File: src/rtl/sbr_pkg.sv
package sbr_pkg;

  localparam logic [7:0] CMD_BRIDGE = 8'h1F;
  localparam logic [7:0] SUB_XFER   = 8'h01;
  localparam logic [7:0] SUB_MODE   = 8'h02;

  typedef enum logic [1:0] {
    OP_XFER = 2'd0,
    OP_MODE = 2'd1,
    OP_BAD  = 2'd2
  } op_e;

  typedef enum logic [1:0] {
    ST_COLLECT = 2'd0,
    ST_SHIFT   = 2'd1,
    ST_REPLY   = 2'd2
  } st_e;

  // Map command and subfunction to an operation.
  function automatic op_e classify(input logic [7:0] cmd, input logic [7:0] sub);
    if (cmd != CMD_BRIDGE)   return OP_BAD;
    else if (sub == SUB_XFER) return OP_XFER;
    else if (sub == SUB_MODE) return OP_MODE;
    else                      return OP_BAD;
  endfunction

  // Status layout: bit1 = source level, bit0 = error.
  function automatic logic [7:0] status_byte(input logic level, input logic err);
    return {6'b0, level, err};
  endfunction

endpackage

File: src/rtl/sbr_collect.sv
module sbr_collect #(
  parameter int FRAME_LEN = 7
) (
  input  logic                      clk,
  input  logic                      rst_n,
  input  logic                      accept_en,
  input  logic                      in_valid,
  input  logic [7:0]                in_byte,
  output logic [FRAME_LEN-1:0][7:0] frame_o,
  output logic                      done_o
);
  localparam int IDXW = (FRAME_LEN > 1) ? $clog2(FRAME_LEN) : 1;
  localparam logic [IDXW-1:0] LAST_IDX = IDXW'(FRAME_LEN - 1);

  logic [IDXW-1:0] idx_q;
  logic            take;

  assign take = accept_en && in_valid && !done_o;

  always_ff @(posedge clk or negedge rst_n) begin
    if (!rst_n) begin
      idx_q   <= '0;
      done_o  <= 1'b0;
      frame_o <= '0;
    end else begin
      done_o <= take && (idx_q == LAST_IDX);
      if (take) begin
        frame_o[idx_q] <= in_byte;
        if (idx_q == LAST_IDX) idx_q <= '0;
        else                   idx_q <= idx_q + 1'b1;
      end
    end
  end

endmodule

File: src/rtl/sbr_shift.sv
module sbr_shift #(
  parameter int NBYTES  = 5,
  parameter int CLK_DIV = 8
) (
  input  logic                   clk,
  input  logic                   rst_n,
  input  logic                   start_i,
  input  logic [NBYTES-1:0][7:0] tx_i,
  input  logic                   miso_i,
  output logic                   sclk_o,
  output logic                   mosi_o,
  output logic [NBYTES-1:0][7:0] rx_o,
  output logic                   active_o,
  output logic                   done_o
);
  localparam int NBITS = NBYTES * 8;
  localparam int HALF  = CLK_DIV / 2;
  localparam int CW    = $clog2(CLK_DIV);
  localparam int BW    = $clog2(NBITS);
  localparam logic [CW-1:0] RISE_AT = CW'(HALF - 1);
  localparam logic [CW-1:0] FALL_AT = CW'(CLK_DIV - 1);
  localparam logic [BW-1:0] LAST_BIT = BW'(NBITS - 1);

  logic [NBITS-1:0] tx_sr;
  logic [NBITS-1:0] rx_sr;
  logic [CW-1:0]    cnt_q;
  logic [BW-1:0]    bit_q;
  logic             rise_evt;
  logic             fall_evt;

  assign rise_evt = active_o && (cnt_q == RISE_AT);
  assign fall_evt = active_o && (cnt_q == FALL_AT);

  always_ff @(posedge clk or negedge rst_n) begin
    if (!rst_n) begin
      tx_sr    <= '0;
      rx_sr    <= '0;
      cnt_q    <= '0;
      bit_q    <= '0;
      sclk_o   <= 1'b0;
      active_o <= 1'b0;
      done_o   <= 1'b0;
    end else begin
      done_o <= 1'b0;
      if (start_i && !active_o) begin
        active_o <= 1'b1;
        tx_sr    <= tx_i;
        rx_sr    <= '0;
        cnt_q    <= '0;
        bit_q    <= '0;
        sclk_o   <= 1'b0;
      end else if (active_o) begin
        if (rise_evt) begin
          sclk_o <= 1'b1;
          rx_sr  <= {rx_sr[NBITS-2:0], miso_i};
          cnt_q  <= cnt_q + 1'b1;
        end else if (fall_evt) begin
          sclk_o <= 1'b0;
          cnt_q  <= '0;
          if (bit_q == LAST_BIT) begin
            active_o <= 1'b0;
            done_o   <= 1'b1;
          end else begin
            tx_sr <= {tx_sr[NBITS-2:0], 1'b0};
            bit_q <= bit_q + 1'b1;
          end
        end else begin
          cnt_q <= cnt_q + 1'b1;
        end
      end
    end
  end

  assign mosi_o = active_o && tx_sr[NBITS-1];
  assign rx_o   = rx_sr;

endmodule

File: src/rtl/sbr_reply.sv
module sbr_reply #(
  parameter int LEN = 6
) (
  input  logic                clk,
  input  logic                rst_n,
  input  logic                load_i,
  input  logic [LEN-1:0][7:0] data_i,
  output logic                valid_o,
  output logic [7:0]          byte_o,
  output logic                last_o
);
  localparam int IW = $clog2(LEN);
  localparam logic [IW-1:0] LAST_IDX = IW'(LEN - 1);

  logic [LEN-1:0][7:0] buf_q;
  logic [IW-1:0]       idx_q;

  always_ff @(posedge clk or negedge rst_n) begin
    if (!rst_n) begin
      buf_q   <= '0;
      idx_q   <= '0;
      valid_o <= 1'b0;
    end else if (load_i && !valid_o) begin
      buf_q   <= data_i;
      idx_q   <= '0;
      valid_o <= 1'b1;
    end else if (valid_o) begin
      if (idx_q == LAST_IDX) begin
        valid_o <= 1'b0;
        idx_q   <= '0;
      end else begin
        idx_q <= idx_q + 1'b1;
      end
    end
  end

  assign byte_o = valid_o ? buf_q[idx_q] : 8'h00;
  assign last_o = valid_o && (idx_q == LAST_IDX);

endmodule

File: src/rtl/sbr_bridge.sv
module sbr_bridge
  import sbr_pkg::*;
#(
  parameter int PARAM_BYTES = 5,
  parameter int CLK_DIV     = 8
) (
  input  logic       clk,
  input  logic       rst_n,
  input  logic       host_valid,
  input  logic [7:0] host_byte,
  output logic       busy,
  output logic       resp_valid,
  output logic [7:0] resp_byte,
  output logic       ser_clk,
  output logic       ser_out,
  input  logic       ser_in,
  output logic       src_sel
);
  localparam int FRAME_LEN = PARAM_BYTES + 2;
  localparam int REPLY_LEN = PARAM_BYTES + 1;

  st_e  state_q;
  logic mode_q;
  op_e  op;

  logic [FRAME_LEN-1:0][7:0]   frame;
  logic                        col_done;
  logic [PARAM_BYTES-1:0][7:0] tx_word;
  logic [PARAM_BYTES-1:0][7:0] rx_word;
  logic [PARAM_BYTES-1:0][7:0] rx_ordered;
  logic [REPLY_LEN-1:0][7:0]   reply_data;

  // Named internal events, also used by the checker.
  logic sh_start;
  logic sh_active;
  logic sh_done;
  logic mode_wr;
  logic reply_load;
  logic resp_last;

  sbr_collect #(.FRAME_LEN(FRAME_LEN)) u_collect (
    .clk       (clk),
    .rst_n     (rst_n),
    .accept_en (state_q == ST_COLLECT),
    .in_valid  (host_valid),
    .in_byte   (host_byte),
    .frame_o   (frame),
    .done_o    (col_done)
  );

  assign op = classify(frame[0], frame[1]);

  genvar gi;
  generate
    for (gi = 0; gi < PARAM_BYTES; gi++) begin : g_map
      assign tx_word[PARAM_BYTES-1-gi] = frame[2+gi];
      assign rx_ordered[gi]            = rx_word[PARAM_BYTES-1-gi];
    end
  endgenerate

  assign sh_start = col_done && (op == OP_XFER);
  assign mode_wr  = col_done && (op == OP_MODE);

  sbr_shift #(.NBYTES(PARAM_BYTES), .CLK_DIV(CLK_DIV)) u_shift (
    .clk      (clk),
    .rst_n    (rst_n),
    .start_i  (sh_start),
    .tx_i     (tx_word),
    .miso_i   (ser_in),
    .sclk_o   (ser_clk),
    .mosi_o   (ser_out),
    .rx_o     (rx_word),
    .active_o (sh_active),
    .done_o   (sh_done)
  );

  always_comb begin
    reply_data = '0;
    if (state_q == ST_SHIFT) begin
      reply_data[0] = status_byte(mode_q, 1'b0);
      for (int i = 0; i < PARAM_BYTES; i++) reply_data[1+i] = rx_ordered[i];
    end else if (op == OP_MODE) begin
      reply_data[0] = status_byte(|frame[2], 1'b0);
    end else begin
      reply_data[0] = status_byte(mode_q, 1'b1);
    end
  end

  assign reply_load = (col_done && (op != OP_XFER)) || (state_q == ST_SHIFT && sh_done);

  sbr_reply #(.LEN(REPLY_LEN)) u_reply (
    .clk     (clk),
    .rst_n   (rst_n),
    .load_i  (reply_load),
    .data_i  (reply_data),
    .valid_o (resp_valid),
    .byte_o  (resp_byte),
    .last_o  (resp_last)
  );

  always_ff @(posedge clk or negedge rst_n) begin
    if (!rst_n) begin
      state_q <= ST_COLLECT;
      mode_q  <= 1'b0;
    end else begin
      if (mode_wr) mode_q <= |frame[2];
      unique case (state_q)
        ST_COLLECT: if (col_done) state_q <= (op == OP_XFER) ? ST_SHIFT : ST_REPLY;
        ST_SHIFT:   if (sh_done)  state_q <= ST_REPLY;
        ST_REPLY:   if (resp_last) state_q <= ST_COLLECT;
        default:    state_q <= ST_COLLECT;
      endcase
    end
  end

  assign busy    = (state_q != ST_COLLECT) || col_done;
  assign src_sel = mode_q;

endmodule

File: config.mk
export PLATFORM = sky130hd
export DESIGN_NAME = sbr_bridge
export DESIGN_NICKNAME = d
export VERILOG_FILES = /design/src/rtl/sbr_pkg.sv /design/src/rtl/sbr_collect.sv /design/src/rtl/sbr_shift.sv /design/src/rtl/sbr_reply.sv /design/src/rtl/sbr_bridge.sv
export SDC_FILE = /design/constraint.sdc
export NUM_CORES = 1
export LEC_CHECK = 0
export CELL_PAD_IN_SITES_DETAIL_PLACEMENT = 0
export CELL_PAD_IN_SITES_GLOBAL_PLACEMENT = 1
export CORE_ASPECT_RATIO = 1.5
export CORE_MARGIN = 2
export CORE_UTILIZATION = 49
export CTS_BUF_LIST = sky130_fd_sc_hd__clkbuf_8 sky130_fd_sc_hd__clkbuf_16
export CTS_CLUSTER_SIZE = 14
export DETAILED_ROUTE_END_ITERATION = 12
export MAX_ROUTING_LAYER = met4
export PLACE_DENSITY_LB_ADDON = 0.08
export REMOVE_ABC_BUFFERS = 1
export SKIP_CTS_REPAIR_TIMING = 1
export SLEW_MARGIN = 15
export SYNTH_ARGS = -nofsm -noshare
export SYNTH_HDL_FRONTEND = slang
export SYNTH_SLANG_ARGS = --single-unit
File: constraint.sdc
create_clock -name clk -period 2.1 [get_ports clk]
set_input_delay 0.525 -clock clk [delete_from_list [all_inputs] [get_ports clk]]
set_output_delay 0.525 -clock clk [all_outputs]
set_load 0.05 [all_outputs]
==> reports/qor.csv, run 1 <==
stage,metric,value,unit
outcome,status,"finished, violations left",
outcome,failing checks,negative setup slack,
place,HPWL after DPL,12.6,mm
synthesis,simple-gate share of the synthesized area,16.2,%
clock_network,CTS Sinks,201,
synthesis,multiplexer area fraction after synthesis,10.0,%
worst_setup_path,CP arrival,1940,ps
sta,Final min period,2460,ps
floorplan,Core Region,17300,um^2
sta,Hold Fails Final Rpt,0,
clock_network,htree depth,1,
place,placed insts,1057,
clock_network,CTS tree,done,
synthesis,asr flop ratio synth,100,%
clock_network,Worst-Skew Late Latency,490,ps
worst_setup_path,critical path buffer and inverter count,2,
synthesis,Yosys top cell area share,58.3,%
routing,vias per cell,5.52,
routing,Post-DRT Antenna Nets,0,
sta,Slew Limit Headroom,66.2,%
floorplan,Die X,112,um
worst_setup_path,CP max-delay cell,dfrtp_2,
routing,DRT iter0 DRCs,349,
clock_network,Num CTS Buffers,20,
synthesis,Seq cells post-synth,201,
routing,Residual DRC,0,
synthesis,XOR/XNOR share of the synthesized area,0.507,%
power,highest ir drop seen on vdd,0.749,mV
worst_setup_path,cell mode on critical path,buf_12,
final_layout,Non-Filler Instances,1096,
synthesis,Netlist Area Pre-Place,8630,um^2
floorplan,IO Pins,25,
final_layout,fillers,1493,
sta,Fmax,406,MHz
grt,largest net degree at the start of global routing,56,
sta,clk_skew,8.40,ps
final_layout,cell area after layout,10300,um^2
worst_setup_path,CP required,1570,ps
clock_network,root buffer cell,clkbuf_16,
synthesis,Cells after Synth,834,
synthesis,Synth Area in Compound Gates,11.2,%
floorplan,row count,59,
worst_setup_path,"CP delay by family, top",flip-flops,
final_layout,Layout Nets,887,
floorplan,Vert. Die Dim,167,um
flow_run,Max Cap Viol,0,
synthesis,top_reg_cell synth,dfrtp_1,
sta,Hold WS,9.52,ps
worst_setup_path,max incr delay on CP,410,ps
final_layout,ant diodes,0,
grt,vias in the first global route,6244,
synthesis,Synth Warn #,0,
synthesis,dominant cell type by area after synthesis,dfrtp_1,
sta,RSZ-0062 raised after global routing,yes,
place,Placed Area,9430,um^2
synthesis,main combinational cell family by area after synthesis,simple AND/OR/NAND/NOR gates,
sta,Finish-stage setup viols,8,
sta,Slew @ Worst Pin,508,ps
synthesis,Synth area leaders,"dfrtp_1, nand2_1, mux2_2",
clock_network,clk slew on worst S/H paths,60,ps
sta,Pins Over Slew Limit,0,
power,Total Power,10.6,mW
worst_setup_path,CP Cell Sequence,buf_12 -> mux2_2 -> a22oi_1 -> o22a_1 -> nor2_1 -> buf_12,
synthesis,Post-Synth Adder-Cell Area,0.580,%
worst_setup_path,Critical Path Start Type,flip-flop,
sta,post-route setup slack,-364,ps
final_layout,final core occ,59.6,%
sta,"Period Utilization, post-route",117,%
synthesis,number of synthesized flops with an enable pin,0,
clock_network,CTS Buffer Depth,3,
grt,initial antenna violation count,0,
final_layout,share of cells above drive strength 1,20.7,%
place,I/O Buffers,24,
worst_setup_path,Worst Setup End Kind,output port,
grt,global route overflow,0,
routing,final wirelength,18.9,mm
power,Leak,4.64,nW
floorplan,die outline area,18700,um^2
grt,GRT Total Usage,21.4,%
synthesis,Yosys cell types,51,
worst_setup_path,critical path peak fanout,7,
synthesis,Syn Area/Cell,10.4,um^2
worst_setup_path,critical path type,reg -> out,
synthesis,sequential share of the synthesized area,58.3,%
final_layout,area delta synth->final,19.2,%
power,Power Dens Cells,1030,nW/um^2
worst_hold_path,Hold WC Path Type,in -> async,
routing,Vias,6046,
place,placer's final routability congestion estimate,0.818,
routing,drt wl/cell,17.3,um
floorplan,starting density of the core,50.0,%
routing,DR pass1 iterations,6,
grt,global-route wire length before repair,31.8,mm
-- per-stage QoR --
stage	setup WS (ps)	TNS [ps]
after floorplan	-2000	-151360
after global placement	-162	-4860
after detailed placement	-194	-6090
after CTS	-517	-3930
after global routing	-438	-3290
final	-364	-2610
-- final cells by class --
class,instances,area [um^2],area share (%)
Inverter,6,22.5,0.219
Clock inverter,8,110,1.07
Clock buffer,26,594,5.78
Timing Repair Buffer,70,840,8.16
Sequential cell,201,5030,48.9
Tap cell,213,267,2.59
Multi-Input combinational cell,572,3430,33.3
-- cell usage after synthesis, types with 3 or more instances --
cell type / n
nand3_1: 3
nor4_1: 4
o22a_1: 6
mux2i_1: 11
ha_1: 4
buf_1: 3
nand2b_1: 3
mux2_2: 62
xor2_1: 4
nand4_1: 4
a21oi_1: 5
clkbuf_1: 30
nand4b_1: 3
nor2_1: 22
buf_2: 15
o31ai_1: 3
nand2_1: 263
dfrtp_1: 201
buf_4: 4
o21ai_0: 95
a22oi_1: 43
inv_1: 6
and2_1: 4
-- layer usage --
metal	wire length (um)	track usage (%)
met5	0	-
met4	471	6.47
met3	471	2.44
met2	10100	37.1
met1	7890	26.2
-- cells in the final DEF, fill, tap and decap left out, drive strengths merged, types with 3 or more instances in the layout --
cell and count:
nand2 263, dfrtp 201, o21ai 96, mux2 63, buf 57, a22oi 43, clkbuf 28, nor2 23
mux2i 11, inv 10, clkdlybuf4s50 10, o22a 6, nor3 5, a21oi 5, and2 4, nand4 4
xor2 4, ha 4, nor4 4, nand4b 3, o31ai 3, nand3 3, bufinv 3, nand2b 3
nor3b 3
-- report_power, final --
part / total, mW / internal (mW) / switching [mW] / leakage (nW)
logic: 1.80 / 0.974 / 0.822 / 1.58
clock network: 3.79 / 2.34 / 1.45 / 0.362
registers: 5.03 / 4.50 / 0.540 / 2.69
-- cells by family (layout without fill, tap and decap cells) --
group	count (synthesis)	count (layout)
AND/OR/NAND/NOR	327	327
multiplexers	76	76
AO/OA/AOI/OAI	160	160
buffers and inverters	61	110
XOR/XNOR	5	5
flip-flops	201	201
adder cells (fa/ha/maj)	4	4
-- worst paths after layout --
path | startpoint | to | slack [ps] | cells past startpoint
worst max-delay path | u_reply.idx_q[1] | resp_byte[7] | -360 | 6
worst min-delay path | rst_n | u_reply.buf_q[11] | 10 | 1
worst max register to register | u_shift.cnt_q[0] | u_shift.tx_sr[23] | 100 | 7
worst min register to register | u_shift.tx_sr[39] | u_shift.tx_sr[39] | 470 | 2
max in group asynchronous | rst_n | u_collect.frame_o[18] | 1450 | 2
min in group clk | u_shift.tx_sr[39] | u_shift.tx_sr[39] | 470 | 2
-- flip-flops by register name (all words and copies together) (netlist names), 2 cells and up --
| register | cells |
|---|---|
| u_collect.frame_o | 56 |
| u_reply.buf_q | 42 |
| u_shift.rx_o | 40 |
| u_shift.tx_sr | 40 |
| u_shift.bit_q | 6 |
| u_collect.idx_q | 3 |
| u_reply.idx_q | 3 |
| u_shift.cnt_q | 3 |
| state_q | 2 |
Note: power is estimated with default switching activity, not from simulation.
==> inputs of run 2 (changes only) <==
Clock period 2.1 ns to 2.63 ns, I/O delays scaled along.
==> run 2 against run 1 <==
The run still ends with negative setup slack left. Routed wire length down 1.7%. Cell count down 2.0%. Hold slack better by 150 ps. Cell area down 4.2%. Global-route usage down 0.19 points. Count of clock-buffer cells in the layout down 1. Clock skew about the same. Utilization down 2.5 points. Die area unchanged. Critical path depth up 1. Sequential cell count unchanged. First-iteration DRC count down 4.6%. Largest power group unchanged.
==> reports/qor.csv, run 2 (synthesis results as in run 1) <==
stage,metric,value,unit,change
outcome,status,"finished, violations left",,
outcome,failing checks,negative setup slack,,
sta,Slew Limit Headroom,64.6,%,-1.6 points
sta,Finish-stage setup viols,2,,-6
worst_setup_path,worst r2r path cells,5,,-2
clock_network,CTS tree,done,,
power,Internal,5.84,mW,-25%
final_layout,area delta synth->final,14.2,%,
worst_hold_path,Hold WC Path Type,in -> async,,
sta,Pins Over Slew Limit,0,,unchanged
grt,initial antenna violation count,0,,unchanged
worst_setup_path,cell mode on critical path,buf_4,,
sta,clk_skew,8.65,ps,+0.245 ps
final_layout,fillers,1537,,+2.9%
routing,vias per cell,5.55,,+0.56%
final_layout,share of cells above drive strength 1,17.2,%,-3.5 points
clock_network,CTS Buffer Depth,3,,unchanged
place,I/O Buffers,24,,unchanged
final_layout,"most common cell after layout, fill and taps aside",nand2_1,,
final_layout,ant diodes,0,,unchanged
worst_setup_path,critical path peak fanout,6,,-1
clock_network,root buffer cell,clkbuf_16,,
routing,Residual DRC,0,,unchanged
place,HPWL after DPL,12.1,mm,-3.9%
grt,global-route wire length before repair,31.7,mm,-0.56%
power,Leak,4.42,nW,-4.7%
floorplan,die outline area,18700,um^2,unchanged
worst_setup_path,CP max-delay cell,dfrtp_2,,
sta,Fmax,378,MHz,
power,Gate power share,16.9,%,about the same
routing,Post-DRT Antenna Nets,0,,unchanged
clock_network,clk slew on worst S/H paths,60,ps,about the same
grt,global route overflow,0,,unchanged
floorplan,Vert. Die Dim,167,um,unchanged
sta,Final min period,2650,ps,
worst_setup_path,max incr delay on CP,440,ps,+30 ps
clock_network,Num CTS Buffers,20,,unchanged
final_layout,Largest regs,"u_collect.frame_o (56), u_reply.buf_q (42)",,
worst_setup_path,CP required,1970,ps,+400 ps
sta,Slew @ Worst Pin,531,ps,+23.6 ps
power,Seq pwr share,49.8,%,+2.4 points
final_layout,multi-input logic area,3370,um^2,-1.6%
floorplan,Die X,112,um,unchanged
power,Clock Power Share,33.3,%,-2.4 points
grt,vias in the first global route,6187,,-0.91%
final_layout,most frequent cells in the layout,"nand2_1, dfrtp_1, o21ai_0",,
floorplan,starting density of the core,50.0,%,unchanged
flow_run,Max Cap Viol,0,,unchanged
final_layout,register area,5030,um^2,unchanged
sta,Hold Fails Final Rpt,0,,unchanged
routing,final wirelength,18.6,mm,-1.7%
power,sw frac,26.8,%,+0.39 points
final_layout,Layout Nets,866,,-2.4%
final_layout,max FFs per register,56,,unchanged
worst_setup_path,CP arrival,1990,ps,+50 ps
final_layout,Biggest register,u_collect.frame_o,,
clock_network,Worst-Skew Late Latency,480,ps,about the same
grt,GRT Total Usage,21.2,%,-0.19 points
floorplan,Core Region,17300,um^2,unchanged
worst_setup_path,critical path type,reg -> out,,
routing,DRT iter0 DRCs,333,,-4.6%
power,highest ir drop seen on vdd,0.648,mV,-14%
clock_network,CTS Sinks,201,,unchanged
worst_setup_path,Worst R2R End,u_collect.frame_o[37],,
worst_setup_path,worst flop-to-flop path startpoint,state_q[1],,
floorplan,row count,59,,unchanged
clock_network,htree depth,1,,unchanged
routing,Vias,5958,,-1.5%
grt,largest net degree at the start of global routing,71,,+27%
sta,RSZ-0062 raised after global routing,yes,,
power,Net Sw Power,2.14,mW,-24%
power,Power Dens Cells,810,nW/um^2,-22%
routing,drt wl/cell,17.3,um,+0.36%
final_layout,final core occ,57.1,%,-2.5 points
worst_setup_path,FF-to-FF setup slack,450,ps,+350 ps
sta,Hold WS,155,ps,+145 ps
place,placer's final routability congestion estimate,0.803,,-1.8%
sta,"Period Utilization, post-route",101,%,
routing,DR pass1 iterations,6,,unchanged
worst_setup_path,Critical Path Start Type,flip-flop,,
sta,post-route setup slack,-17.3,ps,+347 ps
worst_setup_path,CP Cell Sequence,clkbuf_2 -> buf_4 -> buf_4 -> a22oi_2 -> o22a_1 -> nor2_1 -> buf_12,,
floorplan,IO Pins,25,,unchanged
worst_setup_path,Worst Setup End Kind,output port,,
[run 2: cell count changes in the layout (fill, tap and decap cells not counted), moves of 2 or more]
| cell | change |
|---|---|
| a21oi_1 | +2 |
| a21oi_2 | -2 |
| bufinv_16 | -3 |
| mux2i_2 | -2 |
| buf_4 | -14 |
| buf_6 | -3 |
| clkbuf_2 | +2 |
| mux2i_1 | +2 |
| inv_1 | +2 |
| buf_12 | -8 |
| clkdlybuf4s50_1 | +4 |
[run 2: cell type report]
type,instances,area share [%]
clock buffer,25,5.89
multi-input combinational,572,34.2
clock inverter,8,0.330
inverter,6,0.228
timing repair buffer,49,5.59
sequential,201,51.1
tap,213,2.70
[run 2: power groups by stage]
stage,Clock [mW],Sequential [mW],Combinational (mW)
2_1_floorplan,0,3.98,0.843
3_3_place_gp,0,4.01,1.20
3_5_place_dp,0,4.05,1.25
4_1_cts,2.74,4.00,1.26
5_1_grt,2.87,4.05,1.48
6_report,2.66,3.98,1.35
[run 2: how the worst max path moves through the flow]
stage                          start                    end  slack [ps]  cells after the start
finish              u_reply.idx_q[0]           resp_byte[7]         -20                      7
CTS                 u_reply.idx_q[1]           resp_byte[7]        -180                      5
floorplan                 state_q[0]      u_reply.buf_q[10]       -1470                      4
global route        u_reply.idx_q[0]           resp_byte[7]         -80                      7
detailed placement        host_valid  u_collect.frame_o[37]         100                      5
global placement          host_valid  u_collect.frame_o[34]         140                      5
[run 2: worst max-delay path, delay by kind of cell (launching register included)]
| family | cells | cell delay, ps |
|---|---|---|
| buf+inv | 4 | 620 |
| flops | 1 | 440 |
| compound gates | 2 | 250 |
| simple gates | 1 | 180 |
[run 2: routing by layer]
| metal | vias to the layer above | track usage (%) | part of all wire [%] | wire [um] |
|---|---|---|---|---|
| met2 | 90 | 36.9 | 54 | 9980 |
| met5 | - | - | 0 | 0 |
| met1 | 2986 | 26.3 | 42 | 7740 |
| met3 | 21 | 2.80 | 3.2 | 591 |
| li1 | 2861 | - | - | - |
| met4 | 0 | 4.83 | 1.6 | 300 |
[run 2: metrics by stage]
| stage | std cells | setup TNS, ps | setup WS [ps] | power (mW) | instance area (um^2) |
|---|---|---|---|---|---|
| 6_report | 1074 | -18.7 | -17.3 | 7.98 | 9860 |
| 2_1_floorplan | 779 | -78810 | -1470 | 4.82 | 8380 |
| 3_3_place_gp | 1036 | 0 | 145 | 5.21 | 9160 |
| 5_1_grt | 1074 | -422 | -81.5 | 8.40 | 9860 |
| 3_5_place_dp | 1036 | 0 | 99.5 | 5.31 | 9160 |
| 4_1_cts | 1069 | -1420 | -180 | 7.99 | 9770 |
